## src/rtl/wdg_pkg.sv

```systemverilog
package wdg_pkg;
   // default field widths of the control byte
   localparam int WDG_RES_W_DEF  = 2;
   localparam int WDG_MULT_W_DEF = 5;

   // what an expiry does this cycle
   typedef enum logic [1:0] {
      ACT_NONE = 2'd0,
      ACT_IRQ  = 2'd1,
      ACT_RST  = 2'd2
   } wdg_act_e;
endpackage

```

## src/rtl/wdg_interval.sv

```systemverilog
module wdg_interval #(
   parameter int RES_W  = 2,
   parameter int MULT_W = 5,
   localparam int RES_CODES = 2 ** RES_W,
   localparam int CNT_W = MULT_W + 2 * (RES_CODES - 1)
) (
   input  logic [RES_W-1:0]  res_i,
   input  logic [MULT_W-1:0] mult_i,
   output logic [CNT_W-1:0]  ticks_o
);
   if (RES_W < 1 || RES_W > 3) begin : g_bad_res
      $error("wdg_interval: RES_W out of range");
   end
   if (MULT_W < 1) begin : g_bad_mult
      $error("wdg_interval: MULT_W must be positive");
   end

   logic [CNT_W-1:0] scaled [RES_CODES];

   // one shifted copy of the multiplier per resolution code
   for (genvar r = 0; r < RES_CODES; r++) begin : g_scale
      assign scaled[r] = CNT_W'(mult_i) << (2 * r);
   end

   assign ticks_o = scaled[res_i];
endmodule

```

## src/rtl/wdg_counter.sv

```systemverilog
module wdg_counter #(
   parameter int CNT_W = 11
) (
   input  logic             clk,
   input  logic             rst_n,
   input  logic             tick_i,
   input  logic             load_i,
   input  logic [CNT_W-1:0] load_val_i,
   output logic             expire_o
);
   if (CNT_W < 2) begin : g_bad_cnt
      $error("wdg_counter: CNT_W too small");
   end

   logic [CNT_W-1:0] cnt_q;

   always_ff @(posedge clk) begin
      if (!rst_n)
         cnt_q <= '0;
      else if (load_i)
         cnt_q <= load_val_i;
      else if (tick_i && cnt_q != '0)
         cnt_q <= cnt_q - CNT_W'(1);
   end

   // a reload in the same cycle wins over the final tick
   assign expire_o = tick_i && !load_i && (cnt_q == CNT_W'(1));

   AST_CNT_NO_GROW: assert property (@(posedge clk) disable iff (!rst_n)
      (!load_i && cnt_q != '0) |=> (cnt_q <= $past(cnt_q)));
   AST_IDLE_STAYS: assert property (@(posedge clk) disable iff (!rst_n)
      (!load_i && cnt_q == '0) |=> (cnt_q == '0 && !expire_o));
endmodule

```

## src/rtl/wdg_regs.sv

```systemverilog
module wdg_regs
   import wdg_pkg::*;
#(
   parameter int RES_W    = 2,
   parameter int MULT_W   = 5,
   parameter int FLAG_BIT = 7,
   parameter int CENT_BIT = 6,
   localparam int DATA_W  = RES_W + MULT_W + 1,
   localparam int STEER_BIT = DATA_W - 1
) (
   input  logic              clk,
   input  logic              rst_n,
   input  logic              wr_ctrl_i,
   input  logic              wr_cent_i,
   input  logic [DATA_W-1:0] wdata_i,
   input  logic              expire_i,
   output logic [DATA_W-1:0] ctrl_o,
   output logic              flag_o,
   output logic              cent_o,
   output logic              rst_req_o,
   output logic              irq_o
);
   if (FLAG_BIT >= DATA_W || CENT_BIT >= DATA_W) begin : g_bad_bits
      $error("wdg_regs: bit position beyond data width");
   end

   logic [DATA_W-1:0] ctrl_q;
   logic              flag_q, cent_q, rst_q, irq_q;
   wdg_act_e          act;

   always_comb begin
      act = ACT_NONE;
      if (expire_i)
         act = ctrl_q[STEER_BIT] ? ACT_RST : ACT_IRQ;
   end

   always_ff @(posedge clk) begin
      if (!rst_n) begin
         ctrl_q <= '0;
         flag_q <= 1'b0;
         cent_q <= 1'b0;
         rst_q  <= 1'b0;
         irq_q  <= 1'b0;
      end else begin
         rst_q <= (act == ACT_RST);
         irq_q <= (act == ACT_IRQ);
         if (wr_ctrl_i)
            ctrl_q <= wdata_i;
         else if (act == ACT_RST)
            ctrl_q <= '0;
         if (wr_ctrl_i)
            flag_q <= 1'b0;
         else if (act != ACT_NONE)
            flag_q <= 1'b1;
         if (wr_cent_i)
            cent_q <= wdata_i[CENT_BIT];
         else if (act == ACT_RST)
            cent_q <= 1'b0;
      end
   end

   assign ctrl_o    = ctrl_q;
   assign flag_o    = flag_q;
   assign cent_o    = cent_q;
   assign rst_req_o = rst_q;
   assign irq_o     = irq_q;

   AST_PULSE_EXCL: assert property (@(posedge clk) disable iff (!rst_n)
      !(rst_q && irq_q));
   AST_RST_ONE_CYCLE: assert property (@(posedge clk) disable iff (!rst_n)
      rst_q |=> !rst_q);
   AST_IRQ_ONE_CYCLE: assert property (@(posedge clk) disable iff (!rst_n)
      irq_q |=> !irq_q);
   AST_RST_WIPES_CTRL: assert property (@(posedge clk) disable iff (!rst_n)
      rst_q |-> (ctrl_q == '0 && !cent_q));
   AST_PULSE_FLAGS: assert property (@(posedge clk) disable iff (!rst_n)
      (rst_q || irq_q) |-> flag_q);
endmodule

```

## src/rtl/wdg_steer.sv

```systemverilog
module wdg_steer #(
   parameter int               ADDR_W    = 13,
   parameter int               RES_W     = wdg_pkg::WDG_RES_W_DEF,
   parameter int               MULT_W    = wdg_pkg::WDG_MULT_W_DEF,
   parameter logic [ADDR_W-1:0] CTRL_ADDR = 13'h1FF7,
   parameter logic [ADDR_W-1:0] FLAG_ADDR = 13'h1FF0,
   parameter logic [ADDR_W-1:0] CENT_ADDR = 13'h1FFC,
   parameter int               FLAG_BIT  = 7,
   parameter int               CENT_BIT  = 6,
   localparam int DATA_W    = RES_W + MULT_W + 1,
   localparam int RES_CODES = 2 ** RES_W,
   localparam int CNT_W     = MULT_W + 2 * (RES_CODES - 1)
) (
   input  logic              clk,
   input  logic              rst_n,
   input  logic              tick_i,
   input  logic              wr_en_i,
   input  logic              rd_en_i,
   input  logic [ADDR_W-1:0] addr_i,
   input  logic [DATA_W-1:0] wdata_i,
   output logic [DATA_W-1:0] rdata_o,
   output logic              wdg_rst_req_o,
   output logic              wdg_irq_o
);
   if (CTRL_ADDR == FLAG_ADDR || CTRL_ADDR == CENT_ADDR || FLAG_ADDR == CENT_ADDR) begin : g_bad_map
      $error("wdg_steer: register addresses overlap");
   end

   logic              wr_ctrl, wr_cent, rd_ctrl, load, expire;
   logic              flag, cent;
   logic [DATA_W-1:0] ctrl, load_src;
   logic [CNT_W-1:0]  load_ticks;

   assign wr_ctrl = wr_en_i && (addr_i == CTRL_ADDR);
   assign wr_cent = wr_en_i && (addr_i == CENT_ADDR);
   assign rd_ctrl = rd_en_i && (addr_i == CTRL_ADDR);
   assign load    = wr_ctrl || rd_ctrl;
   // a write brings its own value, a read reuses the stored one
   assign load_src = wr_ctrl ? wdata_i : ctrl;

   wdg_interval #(.RES_W(RES_W), .MULT_W(MULT_W)) u_interval (
      .res_i   (load_src[RES_W-1:0]),
      .mult_i  (load_src[RES_W+MULT_W-1:RES_W]),
      .ticks_o (load_ticks)
   );

   wdg_counter #(.CNT_W(CNT_W)) u_counter (
      .clk        (clk),
      .rst_n      (rst_n),
      .tick_i     (tick_i),
      .load_i     (load),
      .load_val_i (load_ticks),
      .expire_o   (expire)
   );

   wdg_regs #(.RES_W(RES_W), .MULT_W(MULT_W), .FLAG_BIT(FLAG_BIT), .CENT_BIT(CENT_BIT)) u_regs (
      .clk       (clk),
      .rst_n     (rst_n),
      .wr_ctrl_i (wr_ctrl),
      .wr_cent_i (wr_cent),
      .wdata_i   (wdata_i),
      .expire_i  (expire),
      .ctrl_o    (ctrl),
      .flag_o    (flag),
      .cent_o    (cent),
      .rst_req_o (wdg_rst_req_o),
      .irq_o     (wdg_irq_o)
   );

   always_comb begin
      rdata_o = '0;
      if (rd_en_i) begin
         if (addr_i == CTRL_ADDR)
            rdata_o = ctrl;
         else if (addr_i == FLAG_ADDR)
            rdata_o[FLAG_BIT] = flag;
         else if (addr_i == CENT_ADDR)
            rdata_o[CENT_BIT] = cent;
      end
   end

   AST_FLAG_WRITE_IGNORED: assert property (@(posedge clk) disable iff (!rst_n)
      (wr_en_i && addr_i == FLAG_ADDR && !expire) |=> (flag == $past(flag)));
   AST_WRITE_CLEARS_FLAG: assert property (@(posedge clk) disable iff (!rst_n)
      wr_ctrl |=> !flag);
endmodule

```

## config.mk

```make
export PLATFORM = sky130hd
export DESIGN_NAME = wdg_steer
export DESIGN_NICKNAME = d
export VERILOG_FILES = /design/src/rtl/wdg_pkg.sv /design/src/rtl/wdg_interval.sv /design/src/rtl/wdg_counter.sv /design/src/rtl/wdg_regs.sv /design/src/rtl/wdg_steer.sv
export SDC_FILE = /design/constraint.sdc
export NUM_CORES = 1
export LEC_CHECK = 0
export BUFFER_PORTS_ARGS = -buffer_cell sky130_fd_sc_hd__buf_2
export CAP_MARGIN = 30
export CORE_AREA = 2 2 60 62
export CTS_CLUSTER_SIZE = 14
export DETAILED_ROUTE_END_ITERATION = 12
export DIE_AREA = 0 0 62 64
export PLACE_DENSITY = 0.79
export SYNTH_ARGS = -nofsm -noshare
export SYNTH_HDL_FRONTEND = slang
export SYNTH_SLANG_ARGS = --single-unit
```

## constraint.sdc

```tcl
create_clock -name clk -period 3.8 [get_ports clk]
set_clock_uncertainty 0.15 [all_clocks]
set_input_delay 0.57 -clock clk [delete_from_list [all_inputs] [get_ports clk]]
set_output_delay 0.57 -clock clk [all_outputs]
set_load 0.02 [all_outputs]
```

# After elaboration in Yosys (flattened, before gate mapping)
# Index checks and enable logic that the tools add are counted.
# word_totals
regBits	23
latchBits	0
ram_bits	0
mem_bits_ro	0
input_bits	26
out_inout_bits	10
word_cells	48
mem_count	0
# op_classes
add_sub_neg	1
n_mul	0
div	0
n_lt_le_gt_ge	1
eq_ne	6
shift	0
muxes	18
n_bitwise	2
n_reduce_logical	14
# op_table
cell	n
$mux W11	4
$eq A13 B13 Y1 const B	3
$mux W8	3
$bmux W11 S2	1
$eq A11 B1 Y1 const B	1
$reduce_bool A11 Y1	1
$sub A11 B1 Y11 const B	1
$reduce_bool A2 Y1	4
$mux W7	1
$logic_and A1 B1 Y1	6
$mux W2	3
$mux W6	1
$mux W1	5
$ge A3 B3 Y1 const B	1
$not A2 Y3	1
$eq A2 B1 Y1 const B	1
$eq A2 B2 Y1 const B	1
$reduce_or A2 Y1	1
$logic_not A1 Y1	1
$logic_or A1 B1 Y1	1
$not A1 Y1	1

# Longest topological paths before layout
# Gate-level depths: netlist of run 1.
# logic_depth
word_depth	10
ltp_mapped	7
mapped_depth_nobuf	7

# Hierarchy
# A second synthesis of run 1 with hierarchy kept.
# hier_totals
hier_cells	194
hier_area_um2	1655.3
# modules_own_cells
module	n_inst	cells_per_inst	area_each_um2	seq_area_each_um2
wdg_counter	1	82	738.2	220.2
wdg_regs	1	47	455.4	240.2
wdg_steer	1	45	311.5	0.0
wdg_interval	1	20	150.1	0.0

# Least setup slack after synthesis of run 1
# No wires, ideal clock.
# synth_timing
path_kind	input -> output
from	input addr_i[7]
to	output rdata_o[7]
arrival_time_ns	1.992
setup_slack_ns	1.088
path_stages	3
cell_sequence	nand4_1 > nor3_1 > nor4b_1
# synth_between
elab_chain_len	4
elab_cells_between_ends	5
cone_classes	eq/ne: 2; mux: 3
# synth_rtl
element	line_no	source
start, declared	wdg_steer.sv:19	input logic [ADDR_W-1:0] addr_i,
$eq A13 B13 Y1	wdg_steer.sv:75	else if (addr_i == FLAG_ADDR)
$mux W1	wdg_steer.sv:75	
$mux W2 (*)	wdg_steer.sv:73	if (addr_i == CTRL_ADDR)
$mux W8 (*)	wdg_steer.sv:72	if (rd_en_i) begin
end, declared	wdg_steer.sv:21	output logic [DATA_W-1:0] rdata_o,
# Every way passes the cells marked *; elsewhere a longest branch is shown, timed or not.

# Worst setup path after layout of run 1
# layout_timing
from	input addr_i[3]
to	output rdata_o[4]
# layout_between
elab_chain_len	3
# layout_rtl
element	line_no
$eq A13 B13 Y1	wdg_steer.sv:73
$mux W6	wdg_steer.sv:73
$mux W8	wdg_steer.sv:72
# No other way between the ends.

==> results of run 1 <==
-- routing by layer --
layer	share of wire	up-vias	GRT usage
li1	-	793	-
met1	0.47	744	0.278
met2	0.47	45	0.345
met3	0.044	6	0.0263
met4	0.013	0	0.0718
met5	0	-	0
-- through the flow --
| stage | cells | instance area, um^2 | power [mW] | worst slack, ns |
|---|---|---|---|---|
| 2_1_floorplan | 196 | 1580 | 0.740 | 1.09 |
| 3_5_place_dp | 272 | 1780 | 0.832 | 0.933 |
| 4_1_cts | 276 | 1800 | 0.948 | 0.926 |
| 6_report | 276 | 1800 | 0.950 | 0.948 |
| 3_3_place_gp | 272 | 1780 | 0.826 | 1.01 |
| 5_1_grt | 276 | 1800 | 1.02 | 0.769 |
-- worst reg2reg max path, stage by stage, from the launching register on --
cell     delay [ns]
dfxtp_1        0.40
or4_4          0.60
o41ai_4        0.47
o21ai_0        0.34
o21ai_0        0.27
a21oi_1        0.06
-- placed cells by master (no fill, tap or decap), types with 4 or more instances in the layout --
cell | netlist | final
nand2b_1 | 6 | 6
inv_1 | 5 | 5
o21ai_0 | 8 | 8
dfxtp_1 | 23 | 23
mux2i_1 | 16 | 16
nand3_1 | 8 | 8
a21oi_1 | 14 | 14
nand2_1 | 31 | 31
and3_1 | 7 | 7
nor3_1 | 8 | 8
nand4_1 | 4 | 4
nor4_1 | 5 | 4
nor2_1 | 12 | 12
buf_2 | 0 | 35
-- power breakdown --
part	internal, mW	leakage, nW	switching (mW)	total [mW]
logic	0.238	0.492	0.238	0.476
clock network	0.0410	0.0150	0.0754	0.116
registers	0.292	0.187	0.0654	0.357
-- layout make-up --
cell class | count | area, um^2 | area share
Multi-Input combinational cell | 161 | 1050 | 0.583
Sequential cell | 23 | 460 | 0.255
Timing Repair Buffer | 37 | 190 | 0.105
Tap cell | 46 | 57.6 | 0.0319
Clock buffer | 4 | 26.3 | 0.0146
Inverter | 5 | 18.8 | 0.0104
-- cell usage after synthesis (3+ instances only) --
cell       n  area (um^2)
inv_1      5         18.8
mux2i_1   16          160
nor3_1     8         40.0
nand4_1    4         25.0
ha_1       3         37.5
nand2b_1   6         37.5
nor4_1     5         31.3
nand2_1   31          116
o21ai_0    8         40.0
nand3_1    8         40.0
xnor2_1    3         26.3
a32oi_1    3         26.3
and3_1     7         43.8
dfxtp_1   23          460
nor2_1    12         45.0
clkbuf_1   3         11.3
a21oi_1   14         70.1
mux2_2     3         33.8
-- flip-flops by register name (all words and copies together), names as in the netlist --
signal,flops
u_regs.ctrl_o,8
u_regs.cent_o,1
u_counter.cnt_q,11
u_regs.irq_o,1
u_regs.rst_req_o,1
u_regs.flag_o,1
-- logic make-up (layout without fill, tap and decap cells) --
family,after synthesis,after routing
DFF,23,23
buffers and inverters,12,46
muxes,19,19
and+or+nand+nor,92,92
AOI/OAI and AO/OA,42,42
xor gates and xnor gates,5,5
adders and majority gates,3,3
-- worst paths after layout --
path	slack, ns	to	start	cells past startpoint
worst max-delay path	0.95	rdata_o[4]	addr_i[3]	5
worst min register to register	0.31	u_regs.flag_o	u_regs.flag_o	2
worst max register to register	1.42	u_counter.cnt_q[6]	u_counter.cnt_q[5]	5
worst min-delay path	0.31	u_regs.flag_o	u_regs.flag_o	2
==> reports/qor.yml, run 1 <==
flow_run:
  cap_viol_max_count: 0
synth:
  synthFlopType: "dfxtp_1"
  synth_fa_ha_area_frac: 0.0238
  async_reset_ff_frac: 0
  synth_compound_area_frac: 0.185
  ys_seq_area_frac: 0.292
  synth_edf_count: 0
  synth_simple_gate_area_frac: 0.303
  synth_seq_cells: 23
  synth_top_family_by_area: "simple AND/OR/NAND/NOR gates"
  muxShareOfSynthArea: 0.123
  ys_types: 43
  synth_xor_xnor_area_share: 0.0278
  synth_nets: 225
  yosys_warnings: 0
  synth_area_um2: 1580
  synth_cells: 196
  synth_area_per_cell_um2: 8.04
worst_setup_path:
  worstSetupStartpointType: "primary input"
  cp_max_fo: 8
  arrival_ns: 2.13
  end_kind: "output pin"
  cp_slowest_cell: "nor4_2"
  crit_required_ns: 3.08
  crit_top_cell: "buf_2"
  slowest_delay_ns: 0.75
  path_cells: "buf_2 > nand4b_1 > nor4_2 > and3_1 > buf_2"
  crit_buf_inv: 2
  crit_type: "primary input to output pin"
  cp_top_family: "simple AND/OR/NAND/NOR gates"
clock_tree:
  cts-root-buf: "clkbuf_4"
  clock_sink_count: 23
  cts_buffer_depth: 2
  clkLatencyLatePin_ns: 0.32
  ctsHoldBuffers: 0
  cts_setup_buffers: 0
  post_cts_resized: 0
  path_clk_slew_ns: 0.12
  cts_buffers: 3
  cts_tree: "built"
  htreeDepth: 1
floorplan:
  dieArea_um2: 3970
  die_w_um: 62
  rows: 21
  chipHeight_um: 64
  start_util: 0.480
  core_um2: 3280
  ios: 36
drt:
  antenna_left: 0
  viasPerCell: 5.75
  wire_per_inst_um: 13.8
  drc: 0
  routed_wl_um: 3800
  dr.pass1.iters: 4
  vias: 1588
  drt_iter0_drc: 54
timing:
  drv_slew: 0
  clock.fmax_mhz: 351
  layout_min_cycle_time_ns: 2.85
  fin_setup_tns_ns: 0
  worst_slew_pin_slew_ns: 0.751
  timing_hold_violations_final: 0
  period_share: 0.750
  slew_headroom: 0.495
  rsz0062_at_grt: "no"
  setup_viol: 0
  holdWs_ns: 0.312
cells_and_area:
  area_growth_pct: 14.5
  antennaDiodeCount: 0
  drive_above_1_share: 0.235
  utilization: 0.549
  finalNetCount: 260
  fillers: 299
pwr:
  p_leak_nw: 0.694
  peakVddDrop_mv: 0.226
  p_per_area_nw_per_um2: 527
place:
  post-dp-hpwl_um: 2930
  gp_congestion: 0.820
  port_buffers: 35
grt:
  grt_pass1_wl_um: 6490
  grt_overflow: 0
  grt_pass1_vias: 1455
  gr-usage-all-layers: 0.211
  antenna_found_initial: 0
  grt_max_degree: 13
outcome:
  status: "finished clean"
worst_hold_path:
  worstHoldPathType: "flop to flop"
Power figures use the tool's default switching activity.
==> inputs of run 2 (changes only) <==
CORE_AREA = 2 2 61 63   (was 2 2 60 62)
DIE_AREA = 0 0 63 65   (was 0 0 62 64)
clock period = 2.5 ns   (was 3.8 ns; I/O delays follow)
==> reports/qor.yml, run 2 (synthesis gave the netlist of run 1 again) <==
clock_tree:
  clkLatencyLatePin_ns: 0.32
  htreeDepth: 1
  cts_setup_buffers: 0
  ctsHoldBuffers: 0
  cts-root-buf: "clkbuf_4"
  cts_tree: "built"
  cts_buffer_depth: 2
  post_cts_resized: 0
  path_clk_slew_ns: 0.14
  clock_sink_count: 23
  cts_buffers: 3
floorplan:
  start_util: 0.451
  chipHeight_um: 65
  core_um2: 3500
  ios: 36
  rows: 22
  die_w_um: 63
  dieArea_um2: 4100
cells_and_area:
  area_growth_pct: 17.9
  finalNetCount: 266
  drive_above_1_share: 0.258
  largest_register_ffs: 11
  mostFrequentLayoutCells: "buf_2 (35), nand2_1 (31), dfxtp_1 (23)"
  antennaDiodeCount: 0
  utilization: 0.531
  multi_input_area_um2: 1050
  regMostFlops: "u_counter.cnt_q"
  fin_area_um2: 1860
  fillers: 354
  layout_commonest_cell: "buf_2"
  ff_latch_area_um2: 460
pwr:
  p_total_mw: 1.51
  p_leak_nw: 0.728
  p_per_area_nw_per_um2: 815
  peakVddDrop_mv: 0.280
worst_setup_path:
  end_kind: "flop"
  cp_max_fo: 7
  crit_required_ns: 2.56
  arrival_ns: 2.38
  crit_type: "flop to flop"
  worstSetupStartpointType: "flop"
drt:
  viasPerCell: 5.76
  drc: 0
  antenna_left: 0
  dr.pass1.iters: 4
  vias: 1637
  routed_wl_um: 4020
  drt_iter0_drc: 87
  wire_per_inst_um: 14.2
worst_hold_path:
  worstHoldPathType: "primary input to flop"
grt:
  grt_max_degree: 14
  grt_pass1_wl_um: 6810
  grt_overflow: 0
  antenna_found_initial: 0
  grt_pass1_vias: 1496
  gr-usage-all-layers: 0.206
timing:
  layout_min_cycle_time_ns: 2.32
  holdWs_ns: 0.148
  timing_hold_violations_final: 0
  drv_slew: 0
  fin_setup_tns_ns: 0
  worst_slew_pin_slew_ns: 0.452
  rsz0062_at_grt: "no"
  clock.fmax_mhz: 432
  slew_headroom: 0.699
  period_share: 0.927
  setup_viol: 0
place:
  gp_congestion: 0.826
  post-dp-hpwl_um: 3080
  port_buffers: 35
  place_area_um2: 1830
flow_run:
  cap_viol_max_count: 0
outcome:
  status: "finished clean"
## run 2: cell count changes in the layout (fill, tap and decap cells not counted), sizes merged
cell	change
clkinv	+1
clkbuf	-1
buf	+6
## run 2: per-stage QoR
stage	cells	setup slack, ns
detailed placement	280	0.167
CTS	284	0.155
floorplan	196	0.178
finish	284	0.183
global route	284	0.0504
global placement	280	0.201
## run 2: final timing paths
kind | startpoint | end | slack [ns] | cells after the start
max | u_counter.cnt_q[5] | u_regs.cent_o | 0.18 | 6
min | wdata_i[7] | u_regs.ctrl_o[7] | 0.15 | 3
max reg2reg | u_counter.cnt_q[5] | u_regs.cent_o | 0.18 | 6
min reg2reg | u_regs.ctrl_o[7] | u_regs.irq_o | 0.31 | 1
## run 2: worst max-delay path, cell delays in order, from the launching register on
cell and delay (ns):
dfxtp_1 0.39, or4_4 0.61, nor4_1 0.35, o2111ai_1 0.25
buf_4 0.21, o211ai_1 0.16, a21oi_1 0.08
## run 2: layer usage
metal  track usage  vias up  wire length [um]
met5             0        -                 0
met4        0.0583        0                54
met3        0.0295        7               278
met2         0.376       55              1950
met1         0.251      768              1740
li1              -      807                 -
## run 2: power breakdown
group	total (mW)	leakage, nW	switching, mW	internal (mW)
Clock	0.180	0.0177	0.120	0.0600
Sequential	0.547	0.187	0.104	0.444
Combinational	0.786	0.523	0.390	0.396
Total	1.51	0.728	0.614	0.899
## run 2: area by class of cell
| type | count | share of cell area |
|---|---|---|
| inverters | 5 | 0.0101 |
| flip-flops and latches | 23 | 0.248 |
| clock buffers | 3 | 0.0121 |
| multi-input cells | 161 | 0.568 |
| clock inverters | 1 | 0.00270 |
| repair buffers | 43 | 0.127 |
| well taps | 48 | 0.0323 |
